--- src/rtl/reset_cause_reg.sv ---
module reset_cause_reg #(
  parameter int              ADDR_W   = 16,
  parameter logic [ADDR_W-1:0] REG_ADDR = 16'h0285
) (
  input  logic              clk,
  input  logic              por_n,
  input  logic              sys_rst,
  input  logic [ADDR_W-1:0] host_addr,
  input  logic              host_wr,
  input  logic              host_rd,
  input  logic [7:0]        host_wdata,
  output logic [7:0]        host_rdata,
  input  logic              mgmt_clr_nolog,
  input  logic              src_mgmt,
  input  logic              src_panel,
  input  logic              src_backplane,
  input  logic              src_wdog
);
  logic       cold_q, nolog_q;
  logic [3:0] cause_q;
  logic [3:0] src_vec;
  logic       hit, wr_hit, rd_hit;
  logic [7:0] view;

  assign hit     = (host_addr == REG_ADDR);
  assign wr_hit  = host_wr && hit;
  assign rd_hit  = host_rd && hit;
  assign src_vec = {src_mgmt, src_panel, src_backplane, src_wdog};
  assign view    = {cold_q, 1'b0, nolog_q, 1'b0, cause_q};

  always_ff @(posedge clk or negedge por_n) begin
    if (!por_n) begin
      cold_q  <= 1'b1;
      nolog_q <= 1'b0;
      cause_q <= '0;
    end else begin
      if (wr_hit && host_wdata[7]) cold_q <= 1'b0;
      if (wr_hit && host_wdata[5]) nolog_q <= 1'b1;
      else if (mgmt_clr_nolog)     nolog_q <= 1'b0;
      cause_q <= (cause_q & ~(wr_hit ? host_wdata[3:0] : 4'h0)) | src_vec;
    end
  end

  always_ff @(posedge clk or negedge por_n) begin
    if (!por_n)       host_rdata <= '0;
    else if (sys_rst) host_rdata <= '0;
    else              host_rdata <= rd_hit ? view : 8'h00;
  end

  p_rsvd_zero_r2: assert property (@(posedge clk) disable iff (!por_n)
    (host_rdata[6] == 1'b0) && (host_rdata[4] == 1'b0));

  p_src_set_r4: assert property (@(posedge clk) disable iff (!por_n)
    src_wdog |=> cause_q[0]);

  p_src_wins_r5: assert property (@(posedge clk) disable iff (!por_n)
    (src_backplane && wr_hit && host_wdata[1]) |=> cause_q[1]);

  p_nolog_set_r6: assert property (@(posedge clk) disable iff (!por_n)
    (wr_hit && host_wdata[5]) |=> nolog_q);

  p_nolog_host_keep_r6: assert property (@(posedge clk) disable iff (!por_n)
    (nolog_q && !mgmt_clr_nolog) |=> nolog_q);

  p_mgmt_clr_r7: assert property (@(posedge clk) disable iff (!por_n)
    (mgmt_clr_nolog && !(wr_hit && host_wdata[5])) |=> !nolog_q);

  p_sysrst_keep_r8: assert property (@(posedge clk) disable iff (!por_n)
    (sys_rst && !host_wr && !mgmt_clr_nolog && (src_vec == 4'h0)) |=> $stable(view));

  p_read_lat_r9: assert property (@(posedge clk) disable iff (!por_n)
    (rd_hit && !sys_rst) |=> (host_rdata == $past(view)));

  p_idle_zero_r9: assert property (@(posedge clk) disable iff (!por_n)
    !rd_hit |=> (host_rdata == 8'h00));
endmodule

--- config.mk ---
export PLATFORM = sky130hd
export DESIGN_NAME = reset_cause_reg
export DESIGN_NICKNAME = d
export VERILOG_FILES = /design/src/rtl/reset_cause_reg.sv
export SDC_FILE = /design/constraint.sdc
export NUM_CORES = 1
export LEC_CHECK = 0
export BUFFER_PORTS_ARGS = -buffer_cell sky130_fd_sc_hd__buf_2
export CORE_MARGIN = 4
export CORE_UTILIZATION = 37
export CTS_CLUSTER_DIAMETER = 80
export CTS_CLUSTER_SIZE = 8
export DETAILED_ROUTE_END_ITERATION = 6
export HOLD_SLACK_MARGIN = 0.08
export PLACE_DENSITY = 0.75
export SYNTH_ARGS = -nofsm -noshare
export SYNTH_HDL_FRONTEND = slang
export SYNTH_SLANG_ARGS = --single-unit
export TNS_END_PERCENT = 1
--- constraint.sdc ---
create_clock -name clk -period 1.3 [get_ports clk]
set_clock_uncertainty 0.2 [all_clocks]
set_input_delay 0.195 -clock clk [delete_from_list [all_inputs] [get_ports clk]]
set_output_delay 0.195 -clock clk [all_outputs]
set_load 0.05 [all_outputs]
==> metrics.cfg <==
[job]
cap_violations = 0

[timing]
slew_viol_final = 0
rsz0062_at_grt = false
setup_ws_ns = 0.0541
setup_viol = 0
fmax_mhz = 803
finalCriticalPeriod_ns = 1.25
holdWs_ns = 0.0847
min_period_over_period_pct = 95.8
setup_tns_ns = 0
finalHoldViolCount = 0

[setup_path]
arrival_ns = 0.85
critPathTopFamily = flip-flops
r2r_cells = 2
cp.required_ns = 0.90
critPathBufInv = 1
worstPathMaxFanout = 1
endpoint_kind = output port
critical_path_class = flop to output port
crit_path_start_kind = flop
slowest_delay_ns = 0.32
worstPathCellList = buf_2
critical-path-slowest-cell = dfrtp_1
path_depth = 1

[logic_synthesis]
ys_seq_area_share_pct = 54.4
netlist_instances = 53
synth_area_per_cell_sq_um = 10.5
synthDistinctLibCells = 18
syn_area_sq_um = 554
ys_ff_latch = 12
ys_warn_count = 0

[clocking]
cts_hold_buf = 13
cts_buffers = 3
insertion_delay_ns = 0.27
root_buffer = clkbuf_4
clock_path_buffers = 2
h-tree-depth = 1
cts-resized-gates = 0
clock-sinks = 12
path_clk_slew_ns = 0.07
cts_tree = done
cts_setup_buffers = 0

[pwr]
max-vdd-ir-drop_mv = 0.404
power_per_cell_area_mw_per_mm2 = 813
power_leakage_nw = 0.492

[worst_hold_path]
worstHoldPathCells = 4
hp-class = input pin to flop

[cells_and_area]
utilization_pct = 66.9
antenna-diode-count = 0
seqCellArea_sq_um = 302
fill_cells = 113
final_common_cell = buf_2
multiInputGateArea_sq_um = 219
final_layout_size_suffix_gt1_share_pct = 42.5
final_cell_mix = 37 x buf_2, 13 x dlygate4sd3_1, 11 x dfrtp_1, 8 x nor2_1
stdcell_area_sq_um = 903
syn2layout_area_growth_pct = 63.0
nNetsFinal = 141

[detailed_routing]
route.detailed.drc = 0
ant_nets = 0
vias = 552
wire_per_inst_um = 11.2
viasPerCell = 4.56
dr.pass1.iters = 2
drt_iter0_drc = 2
routed_wl_um = 1360

[floorplan]
fp.dieArea_sq_mm = 0.00218
num_io_pins = 42
die_height_um = 46.7
start_util_pct = 41.1
die_w_um = 46.7
fp-row-count = 13
core_region_area_sq_mm = 0.00135

[place]
place_worst_setup_slack_ns = -0.105
place_congestion = 0.659
post_dp_cell_area_sq_um = 747
io_buffers = 37
dp_hpwl_um = 1020

[global_route]
grt_pass1_wl_um = 2190
antenna_found_initial = 0
gr-total-overflow = 0
grt_pass1_vias = 555
grt_usage_pct = 14.7
grt_max_degree = 13

[outcome]
status = complete, no violations

==> logic make-up (layout without fill, tap and decap cells) <==
kind of cell | after synthesis | in the layout | share of synthesized area (%)
AND/OR/NAND/NOR | 26 | 26 | 32.3
buffers and inverters | 8 | 60 | 6.77
other | 1 | 2 | 0.677
flip-flops | 12 | 12 | 54.4
AO/OA/AOI/OAI | 6 | 6 | 5.87
==> cells in the mapped netlist (all sizes together) <==
cell type | instances | area share, %
a21oi | 4 | 3.6
o22ai | 1 | 1.1
and4bb | 1 | 2.3
a31oi | 1 | 1.1
nor4 | 1 | 3.8
dfrtp | 11 | 50
nor4b | 2 | 7.0
conb | 1 | 0.68
nor3 | 6 | 5.4
and4 | 1 | 1.6
nand2 | 5 | 3.4
inv | 6 | 4.1
dfstp | 1 | 4.7
nand4 | 1 | 2.3
nor2 | 8 | 5.4
nand2b | 1 | 1.1
buf | 2 | 2.7
==> path summary, 6_finish.rpt <==
kind	start	endpoint	slack, ns
max reg2reg	cold_q	host_rdata[7]	0.25
min	host_addr[5]	host_rdata[3]	0.08
max in group asynchronous	por_n	cold_q	0.50
min in group asynchronous	por_n	host_rdata[5]	0.13
min reg2reg	cold_q	cold_q	0.26
max	host_rdata[1]	host_rdata[1]	0.05
==> power breakdown <==
part	switching, mW	leakage [nW]	internal, mW	total (mW)
Combinational	0.0543	0.333	0.0685	0.123
Sequential	0.00000325	0.143	0.373	0.373
Clock	0.120	0.0150	0.119	0.239
Total	0.174	0.492	0.561	0.735
==> layer usage <==
layer	global-route usage, %	part of all wire (%)	wire length [um]	up-vias
li1	-	-	-	283
met1	16.5	39	534	234
met2	25.0	47	640	31
met3	2.73	11	146	4
met4	9.94	2.7	37	0
met5	0	0	0	-
==> area by class of cell <==
| cell class | instances | share of cell area [%] |
|---|---|---|
| Inverter | 6 | 2.49 |
| Sequential cell | 12 | 33.4 |
| Multi-Input combinational cell | 34 | 24.2 |
| Clock buffer | 4 | 2.91 |
| Tap cell | 15 | 2.08 |
| Timing Repair Buffer | 50 | 34.9 |
==> stage by stage <==
stage | total power, mW | std cells
floorplan | 0.415 | 54
global placement | 0.471 | 104
detailed placement | 0.474 | 104
CTS | 0.736 | 121
global route | 0.769 | 121
finish | 0.735 | 121
==> state kept, by name (all words and copies together), names as in the netlist <==
| name | count |
|---|---|
| cause_q | 4 |
| cold_q | 1 |
| host_rdata | 6 |
| nolog_q | 1 |
Note: power is estimated with default switching activity, not from simulation.
